### src/rtl/irqp_pkg.sv
package irqp_pkg;

  // Life cycle of one service pass of the request line
  typedef enum logic [1:0] {
    PS_READY   = 2'd0,  // may post the next request
    PS_POSTED  = 2'd1,  // request driven, waiting for an enable to fall
    PS_HOLDOFF = 2'd2   // request withdrawn, waiting for an enable to rise
  } post_state_t;

endpackage

### src/rtl/irqp_pend_bank.sv
module irqp_pend_bank #(
  parameter int WIDTH = 4
) (
  input  logic             clk,
  input  logic             rst_n,
  input  logic [WIDTH-1:0] mark_i,
  input  logic [WIDTH-1:0] rd_i,
  output logic [WIDTH-1:0] pend_o
);

  generate
    for (genvar g = 0; g < WIDTH; g++) begin : g_bit
      logic mark_q;
      logic armed_q;
      logic pend_q;
      logic rise_w;
      logic retire_w;

      // A new marker assertion always wins over retirement
      assign rise_w   = mark_i[g] & ~mark_q;
      assign retire_w = armed_q & ~mark_i[g];

      always_ff @(posedge clk) begin
        if (!rst_n) begin
          mark_q  <= 1'b0;
          armed_q <= 1'b0;
          pend_q  <= 1'b0;
        end else begin
          mark_q  <= mark_i[g];
          // a read arms retirement; the arm lasts while the marker stays up
          armed_q <= rd_i[g] | (armed_q & mark_i[g]);
          if (rise_w) begin
            pend_q <= 1'b1;
          end else if (retire_w) begin
            pend_q <= 1'b0;
          end
        end
      end

      assign pend_o[g] = pend_q;
    end
  endgenerate

endmodule

### src/rtl/irqp_enable_watch.sv
module irqp_enable_watch #(
  parameter int N_EN = 2
) (
  input  logic            clk,
  input  logic            rst_n,
  input  logic [N_EN-1:0] en_i,
  output logic            any_fell_o,
  output logic            any_rose_o
);

  logic [N_EN-1:0] en_q;

  // Enables are taken as off during reset
  always_ff @(posedge clk) begin
    if (!rst_n) begin
      en_q <= '0;
    end else begin
      en_q <= en_i;
    end
  end

  assign any_fell_o = |(en_q & ~en_i);
  assign any_rose_o = |(~en_q & en_i);

endmodule

### src/rtl/irqp_oneshot_fsm.sv
module irqp_oneshot_fsm
  import irqp_pkg::*;
(
  input  logic clk,
  input  logic rst_n,
  input  logic want_i,
  input  logic fell_i,
  input  logic rose_i,
  output logic req_o
);

  post_state_t st_q;
  post_state_t st_d;

  always_comb begin
    st_d = st_q;
    unique case (st_q)
      PS_READY:   if (want_i) st_d = PS_POSTED;
      PS_POSTED:  if (fell_i) st_d = PS_HOLDOFF;
      PS_HOLDOFF: if (rose_i) st_d = PS_READY;
      default:    st_d = PS_READY;
    endcase
  end

  always_ff @(posedge clk) begin
    if (!rst_n) begin
      st_q <= PS_READY;
    end else begin
      st_q <= st_d;
    end
  end

  assign req_o = (st_q == PS_POSTED);

endmodule

### src/rtl/irq_oneshot_parser.sv
module irq_oneshot_parser #(
  parameter int NUM_PORTS = 4
) (
  input  logic                   clk,
  input  logic                   rst_n,
  input  logic [NUM_PORTS-1:0]   edge_mark,
  input  logic [NUM_PORTS-1:0]   edge_rd,
  input  logic [NUM_PORTS-1:0]   dav_mark,
  input  logic [NUM_PORTS-1:0]   dav_rd,
  input  logic                   edge_ie,
  input  logic                   dav_ie,
  output logic                   irq_req,
  output logic [2*NUM_PORTS-1:0] pend_status
);

  localparam int N_CLASS = 2;

  logic [NUM_PORTS-1:0] edge_pend;
  logic [NUM_PORTS-1:0] dav_pend;
  logic                 want;
  logic                 en_fell;
  logic                 en_rose;

  irqp_pend_bank #(.WIDTH(NUM_PORTS)) u_edge_bank (
    .clk    (clk),
    .rst_n  (rst_n),
    .mark_i (edge_mark),
    .rd_i   (edge_rd),
    .pend_o (edge_pend)
  );

  irqp_pend_bank #(.WIDTH(NUM_PORTS)) u_dav_bank (
    .clk    (clk),
    .rst_n  (rst_n),
    .mark_i (dav_mark),
    .rd_i   (dav_rd),
    .pend_o (dav_pend)
  );

  irqp_enable_watch #(.N_EN(N_CLASS)) u_en_watch (
    .clk        (clk),
    .rst_n      (rst_n),
    .en_i       ({dav_ie, edge_ie}),
    .any_fell_o (en_fell),
    .any_rose_o (en_rose)
  );

  // A class contributes only while its own enable is on
  assign want = ((|edge_pend) & edge_ie) | ((|dav_pend) & dav_ie);

  irqp_oneshot_fsm u_fsm (
    .clk    (clk),
    .rst_n  (rst_n),
    .want_i (want),
    .fell_i (en_fell),
    .rose_i (en_rose),
    .req_o  (irq_req)
  );

  assign pend_status = {dav_pend, edge_pend};

endmodule

### config.mk
export PLATFORM = sky130hd
export DESIGN_NAME = irq_oneshot_parser
export DESIGN_NICKNAME = d
export VERILOG_FILES = /design/src/rtl/irqp_pkg.sv /design/src/rtl/irqp_pend_bank.sv /design/src/rtl/irqp_enable_watch.sv /design/src/rtl/irqp_oneshot_fsm.sv /design/src/rtl/irq_oneshot_parser.sv
export SDC_FILE = /design/constraint.sdc
export NUM_CORES = 1
export LEC_CHECK = 0
export CORE_MARGIN = 5
export CORE_UTILIZATION = 45
export CTS_CLUSTER_SIZE = 28
export DETAILED_ROUTE_END_ITERATION = 8
export GPL_ROUTABILITY_DRIVEN = 0
export PLACE_DENSITY_LB_ADDON = 0.2
export SYNTH_ARGS = -nofsm -noshare
export SYNTH_HDL_FRONTEND = slang
export SYNTH_SLANG_ARGS = --single-unit
### constraint.sdc
create_clock -name clk -period 1.3 [get_ports clk]
set_clock_uncertainty 0.15 [all_clocks]
set_input_delay 0.39 -clock clk [delete_from_list [all_inputs] [get_ports clk]]
set_output_delay 0.39 -clock clk [all_outputs]
set_load 0.05 [all_outputs]
Word-level counts from Yosys, hierarchy flattened --
Index checks and enable logic that the tools add are counted.
Word-level totals: register bits 28, bits of input ports 20, output and inout bits 9
Cells by class: eq/ne operators 5, mux-type cells 20, bitwise gates (word level) 55, reduce and logical (&&, ||, !) cells 14
Operators by type and width (count):
- $and 1x1->1 | 26
- $mux 1 | 16
- $not 1->1 | 16
- $reduce_bool 2->1 | 8
- $or 1x1->1 | 9
- $reduce_or 4->1 | 2
- $mux 2 | 3
- $pmux 2 s3 | 1
- $and 2x2->2 | 2
- $ne 2x1->1 const B | 2
- $not 2->2 | 2
- $reduce_or 2->1 | 2
- $reduce_and 3->1 | 1
- $eq 2x1->1 const B | 1
- $eq 2x2->1 const B | 1
- $logic_not 2->1 | 1
- $ne 2x2->1 const B | 1

Depth between registers and ports, before layout --
Gate-level depths: netlist (run 1).
depth in word-level cells 5, mapped depth 3, gate-level depth less buffers 3

Hierarchy --
Synthesis (run 1) repeated with hierarchy kept, for this count alone.
Unflattened totals: cell total of the unflattened synthesis 110, area total of the unflattened synthesis 1108.6 µm²
Modules (own cells, without submodules):
- irqp_pend_bank | instances 2, cells each 45, area each 459.2 µm², sequential area each 240.2 µm²
- irqp_oneshot_fsm | instances 1, cells each 9, area each 93.8 µm², sequential area each 40.0 µm²
- irqp_enable_watch | instances 1, cells each 8, area each 75.1 µm², sequential area each 40.0 µm²
- irq_oneshot_parser | instances 1, cells each 3, area each 21.3 µm², sequential area each 0.0 µm²

Least setup slack after synthesis (run 1) --
OpenSTA, ideal clock, no wires.
path type register -> register, start register u_fsm.st_q[0], end register u_fsm.st_q[0], setup time 59 ps, arrival time 1274 ps, required time 1091 ps, setup slack -184 ps, cell stages (with the launch flop) 4, path buffers 0, path through dfxtp_1 > nor2b_2 > o221a_2 > o31a_1
On the way: word-level cells in the longest chain between the ends 3, elaborated cells on any way between the ends 8
RTL lines:
- from (decl) | RTL line irqp_oneshot_fsm.sv:12 | post_state_t st_q;
- from (signal assigned) | RTL line irqp_oneshot_fsm.sv:29 | st_q <= st_d;
- $eq 2x1->1 (*)
- named net irq_req | RTL line irq_oneshot_parser.sv:12 | output logic irq_req,
- $ne 2x1->1 (no line)
- $reduce_and 3->1 (no line)
Mark *: on every way through the listed nets, which the timed path passes. The rest lies on a longest branch. A chain may end at the register's enable or synchronous reset.

Worst setup path after layout (run 1) --
start register u_fsm.st_q[0], end output port irq_req
On the way: word-level cells in the longest chain between the ends 1
RTL lines:
- $eq 2x1->1 | RTL line irqp_oneshot_fsm.sv:33 | assign req_o = (st_q == PS_POSTED);
- to (decl) | RTL line irq_oneshot_parser.sv:12
Every way passes these cells.

==> results of run 1 <==
-- kinds of logic (layout without fill, tap and decap cells) --
group / Yosys count / in the layout
AOI/OAI and AO/OA: 27 / 27
and+or+nand+nor: 35 / 35
buffers and inverters: 20 / 57
DFF: 28 / 28
-- state kept, by name, indices dropped and copies added (netlist names) --
signal,flops
u_edge_bank.g_bit.mark_q,4
u_en_watch.en_q,2
u_dav_bank.g_bit.mark_q,4
u_dav_bank.g_bit.pend_q,4
u_edge_bank.g_bit.pend_q,4
u_edge_bank.g_bit.armed_q,4
u_dav_bank.g_bit.armed_q,4
u_fsm.st_q,2
-- through the flow --
step                hold slack [ns]  area, um^2
floorplan                    0.3185        1072
CTS                          0.3589        1619
global placement             0.3278        1459
global route                 0.3833        1649
finish                       0.3518        1649
detailed placement           0.3457        1459
-- worst max-delay path, stage by stage, from the launching register on --
cell     delay, ns
dfxtp_2       0.36
nor2b_4       0.17
buf_12        0.14
-- synth_stat cells --
cell,number
a21boi_0,8
a21oi_1,8
a31oi_1,1
and2_1,10
buf_4,8
clkbuf_1,1
clkbuf_2,1
dfxtp_1,28
inv_1,10
nand2b_1,10
nor2b_1,9
nor2b_2,1
nor3b_1,1
nor4_1,1
nor4_2,1
nor4b_1,2
o21ai_0,8
o221a_2,1
o31a_1,1
-- metal layers --
layer	vias to the layer above	wire (um)	part of all wire	global-route usage
met5	-	0	0	0
met1	369	880	0.40	0.1527
met2	22	1113	0.51	0.2632
met3	4	158	0.072	0.03509
li1	425	-	-	-
met4	0	40	0.018	0.04854
-- final timing paths --
kind	depth (start not counted)	end
max	2	irq_req
min	2	u_edge_bank.g_bit[3].pend_q$_SDFFE_PN0P_
max reg2reg	4	u_fsm.st_q[0]$_SDFFE_PN0P_
min reg2reg	2	u_edge_bank.g_bit[3].pend_q$_SDFFE_PN0P_
-- power by group through the flow --
stage                     Combinational, W  Sequential, W  Clock, W
after global placement            0.000397       0.000980         0
after CTS                         0.000467       0.000961  0.000581
after detailed placement          0.000406       0.000983         0
after global routing              0.000516       0.000969  0.000627
final                             0.000484       0.000959  0.000572
after floorplan                   0.000222       0.000966         0
-- what timing repair did --
item / CTS / global route
gates resized for setup: 17 / 4
pin swaps: 0 / 0
setup buffers: 9 / 1
setup endpoints to repair: 10 / 11
hold buffers: 0 / 0
hold endpoints to repair: 0 / 0
-- final cells by class --
cell class | count | area, um^2 | area share
inverters | 10 | 37.54 | 0.02276
multi-input cells | 62 | 434.2 | 0.2633
clock inverters | 1 | 30.03 | 0.01821
well taps | 28 | 35.03 | 0.02124
repair buffers | 43 | 506.7 | 0.3073
flip-flops and latches | 28 | 583.1 | 0.3536
clock buffers | 3 | 22.52 | 0.01366
==> flow_metrics.env, run 1 <==
export IMPL_syn_inst=110
export IMPL_startpoint="u_fsm.st_q[0]$_SDFFE_PN0P_"
export IMPL_antenna_cells=0
export IMPL_maxCapViolCount=0
export IMPL_relSlewSlack=0.7855
export IMPL_grt_max_degree=29
export IMPL_io_pins=29
export IMPL_dieArea_um2=3446
export IMPL_yosys_area_top_type="dfxtp_1"
export IMPL_first_iter_violations=9
export IMPL_min_from="u_edge_bank.g_bit[3].mark_q$_SDFF_PN0_"
export IMPL_fin_nets=168
export IMPL_postLayoutSetupSlackWorst_ns=-0.2402
export IMPL_yosysWarnings=0
export IMPL_h_tree_depth=1
export IMPL_clkSlewWorstSetupHoldPaths_ns=0.15
export IMPL_cellInternalPower_w=0.001509
export IMPL_synth_top_family_by_area="simple AND/OR/NAND/NOR gates"
export IMPL_timing_rr_start="u_edge_bank.g_bit[2].pend_q$_SDFFE_PN0P_"
export IMPL_die_h_um=58.70
export IMPL_grt_pass1_vias=870
export IMPL_critPathKind="reg2out"
export IMPL_antenna_found_initial=0
export IMPL_syn_avg_cell_area_um2=9.702
export IMPL_worst_pin_slew_ns=0.3173
export IMPL_instances_no_fill=175
export IMPL_rows=17
export IMPL_p_clk_frac=0.284
export IMPL_finalPower_w=0.002015
export IMPL_synth_compound_area_frac=0.1559
export IMPL_io_buffers=28
export IMPL_fillCellCount=176
export IMPL_synthAdderAreaFrac=0
export IMPL_reg2reg_slack_ns=-0.08
export IMPL_core_area_um2=2233
export IMPL_postRouteAntennaNets=0
export IMPL_fin_util=0.7384
export IMPL_mostFrequentLayoutCells="19 x clkdlybuf4s50_1, 18 x dfxtp_1, 11 x buf_4"
export IMPL_grt_use_total=0.1408
export IMPL_synthXorXnorAreaFrac=0
export IMPL_dr_pass1_iters=4
export IMPL_seq_power_share=0.476
export IMPL_p_sw_w=0.0005066
export IMPL_p_leak_nw=0.6742
export IMPL_drt_total_wl_um=2193
export IMPL_hold_violations=0
export IMPL_drive_above_1_share=0.2925
export IMPL_synth_mux_area_frac=0
export IMPL_synth_top_area_share=0.5252
export IMPL_cp_arrival_ns=1.00
export IMPL_drc=0
export IMPL_start_util=0.4779
export IMPL_pre_cts_ws_ns=-0.4120
export IMPL_synth_fp_nets=130
export IMPL_ys_ff_latch=28
export IMPL_netlist_area_um2=1067
export IMPL_worst_ir_drop_vdd_mv=0.9972
export IMPL_clock_latency_ns=0.33
export IMPL_worst_setup_path_end_kind="output port"
export IMPL_layout_min_cycle_time_ns=1.540
export IMPL_finalMaxSlewViolations=0
export IMPL_grt_overflow=0
export IMPL_area_growth_pct=54.51
export IMPL_synth_seq_area_share=0.5252
export IMPL_viasPerCell=4.686
export IMPL_yosysUniqueCellTypes=19
export IMPL_final_common_cell="clkdlybuf4s50_1"
export IMPL_routedWlPerCell_um=12.53
export IMPL_timing_final_crit_share=1.185
export IMPL_placed_cells=161
export IMPL_grt_pass1_wl_um=3726
export IMPL_rsz0062_at_grt="true"
export IMPL_critPathMaxFanout=2
export IMPL_violations="setup timing"
export IMPL_synth_simple_gate_area_share=0.2192
export IMPL_p_per_area_nw_per_um2=1222
export IMPL_finalSetupViolCount=10
export IMPL_num_vias=820
export IMPL_cts_tree="yes"
export IMPL_swShare=0.2514
export IMPL_final_setup_tns_ns=-1.319
export IMPL_max_freq_mhz=649.3
export IMPL_start_kind="register"
export IMPL_p_comb_frac=0.240
export IMPL_dp_hpwl_um=1454
export IMPL_yosys_top_cells_area="dfxtp_1 53%, and2_1 5.9%, nand2b_1 5.9%, a21boi_0 5.6%, buf_4 5.6%"
export IMPL_cts_root_buf="clkbuf_4"
export IMPL_numCtsBuffers=3
export IMPL_chipWidth_um=58.70
export IMPL_crit_required_ns=0.76
export IMPL_cts_sinks=28
export IMPL_hp_class="reg2reg"
export IMPL_status="finished with violations"
export IMPL_clockBufferDepth=2
No activity file was read; power rests on OpenSTA's default activity.
==> run 2: changes to the inputs <==
--- a/config.mk
+++ b/config.mk
@@ -10,6 +10,7 @@
 export CTS_CLUSTER_SIZE = 28
 export DETAILED_ROUTE_END_ITERATION = 8
 export GPL_ROUTABILITY_DRIVEN = 0
+export MAX_ROUTING_LAYER = met4
 export PLACE_DENSITY_LB_ADDON = 0.2
 export SYNTH_ARGS = -nofsm -noshare
 export SYNTH_HDL_FRONTEND = slang
==> run 2 against run 1 <==
  * Fmax about the same
  * Critical path depth unchanged
  * Via count up 0.49%
  * Critical endpoint unchanged
  * Sequential cell count unchanged
  * Register-to-register slack about the same
  * Design area unchanged
  * The flow still finishes with violations (setup timing)
  * Total power about the same
==> flow_metrics.env, run 2 (synthesized netlist as in run 1, its figures left out) <==
export IMPL_status="finished with violations"
export IMPL_violations="setup timing"
export IMPL_rsz0062_at_grt="true"
export IMPL_drt_total_wl_um=2208
export IMPL_critPathKind="reg2out"
export IMPL_rr_endpoint="u_fsm.st_q[0]$_SDFFE_PN0P_"
export IMPL_cts_root_buf="clkbuf_4"
export IMPL_cts_hold_buffers=0
export IMPL_viasPerCell=4.709
export IMPL_max_freq_mhz=649.3
export IMPL_start_kind="register"
export IMPL_p_per_area_nw_per_um2=1223
export IMPL_dieArea_um2=3446
export IMPL_io_buffers=28
export IMPL_dp_hpwl_um=1454
export IMPL_io_pins=29
export IMPL_numCtsBuffers=3
export IMPL_worst_setup_path_end_kind="output port"
export IMPL_pre_cts_ws_ns=-0.4120
export IMPL_timing_hold_ws_ns=0.3518
export IMPL_endpoint="irq_req"
export IMPL_drive_above_1_share=0.2925
export IMPL_area_growth_pct=54.51
export IMPL_p_comb_frac=0.240
export IMPL_grt_overflow=0
export IMPL_min_from="u_edge_bank.g_bit[3].mark_q$_SDFF_PN0_"
export IMPL_finalSetupViolCount=10
export IMPL_critPathMaxFanout=2
export IMPL_worst_pin_slew_ns=0.3165
export IMPL_final_setup_tns_ns=-1.327
export IMPL_finalMaxSlewViolations=0
export IMPL_rows=17
export IMPL_relSlewSlack=0.7860
export IMPL_swShare=0.2518
export IMPL_clockBufferDepth=2
export IMPL_start_util=0.4779
export IMPL_p_clk_frac=0.284
export IMPL_dr_pass1_iters=3
export IMPL_drc=0
export IMPL_antenna_found_initial=0
export IMPL_clock_latency_ns=0.33
export IMPL_postRouteAntennaNets=0
export IMPL_clkSlewWorstSetupHoldPaths_ns=0.15
export IMPL_grt_pass1_wl_um=3712
export IMPL_cp_arrival_ns=1.00
export IMPL_final_common_cell="clkdlybuf4s50_1"
export IMPL_worst_ir_drop_vdd_mv=0.9972
export IMPL_antenna_cells=0
export IMPL_timing_final_crit_share=1.185
export IMPL_crit_required_ns=0.76
export IMPL_h_tree_depth=1
export IMPL_grt_pass1_vias=869
export IMPL_cts_tree="yes"
export IMPL_reg2reg_slack_ns=-0.09
export IMPL_p_sw_w=0.0005078
export IMPL_routedWlPerCell_um=12.62
export IMPL_p_leak_nw=0.6742
export IMPL_fin_nets=168
export IMPL_core_area_um2=2233
export IMPL_fin_util=0.7384
export IMPL_cellInternalPower_w=0.001509
export IMPL_reg2regPathDepth=4
export IMPL_num_vias=824
export IMPL_die_h_um=58.70
export IMPL_hold_violations=0
export IMPL_cts_sinks=28
export IMPL_layout_min_cycle_time_ns=1.540
export IMPL_mostFrequentLayoutCells="19 x clkdlybuf4s50_1, 18 x dfxtp_1, 11 x buf_4"
export IMPL_chipWidth_um=58.70
export IMPL_seq_power_share=0.476
export IMPL_timing_rr_start="u_edge_bank.g_bit[2].pend_q$_SDFFE_PN0P_"
export IMPL_hp_class="reg2reg"
export IMPL_first_iter_violations=14
export IMPL_startpoint="u_fsm.st_q[0]$_SDFFE_PN0P_"
export IMPL_grt_max_degree=29
export IMPL_maxCapViolCount=0
export IMPL_postLayoutSetupSlackWorst_ns=-0.2401
export IMPL_grt_use_total=0.1449
[run 2: how the worst min path moves through the flow]
| stage | endpoint | slack, ns | cells past startpoint |
|---|---|---|---|
| CTS | u_dav_bank.g_bit[2].pend_q$_SDFFE_PN0P_ | 0.36 | 2 |
| detailed placement | u_dav_bank.g_bit[2].pend_q$_SDFFE_PN0P_ | 0.35 | 2 |
| finish | u_edge_bank.g_bit[3].pend_q$_SDFFE_PN0P_ | 0.35 | 2 |
| global route | u_dav_bank.g_bit[3].pend_q$_SDFFE_PN0P_ | 0.38 | 2 |
| global placement | u_dav_bank.g_bit[0].pend_q$_SDFFE_PN0P_ | 0.33 | 2 |
| floorplan | u_dav_bank.g_bit[1].pend_q$_SDFFE_PN0P_ | 0.32 | 2 |
[run 2: repair_timing]
item	4_1_cts	5_1_grt
gates resized for setup	17	4
buffers inserted	9	1
setup endpoints to repair	10	11
[run 2: routing by layer]
metal	vias to the layer above	routed length (um)	global-route usage
met5	-	0	-
met4	0	40	0.04854
met3	4	152	0.03289
met2	22	1134	0.2632
met1	373	881	0.1541
li1	425	-	-
[run 2: metrics by stage]
stage / cell area (um^2) / instances / power, W
floorplan: 1072 / 110 / 0.001188
global placement: 1459 / 161 / 0.001377
detailed placement: 1459 / 161 / 0.001389
CTS: 1619 / 174 / 0.002010
global route: 1649 / 175 / 0.002115
finish: 1649 / 175 / 0.002017
[run 2: final cells by class]
class	count	area [um^2]
tap	28	35.03
inverter	10	37.54
timing repair buffer	43	506.7
multi-input combinational	62	434.2
clock inverter	1	30.03
sequential	28	583.1
clock buffer	3	22.52
fill	176	584.3
[run 2: worst max-delay path, stage by stage (launching register included)]
cell and delay (ns):
dfxtp_2 0.36, nor2b_4 0.17, buf_12 0.14
[run 2: power groups by stage]
stage / clock, W / combinational, W / sequential (W)
6_report: 0.000573 / 0.000484 / 0.000959
5_1_grt: 0.000631 / 0.000515 / 0.000969
4_1_cts: 0.000581 / 0.000467 / 0.000961
3_5_place_dp: 0 / 0.000406 / 0.000983
3_3_place_gp: 0 / 0.000397 / 0.000980
2_1_floorplan: 0 / 0.000222 / 0.000966
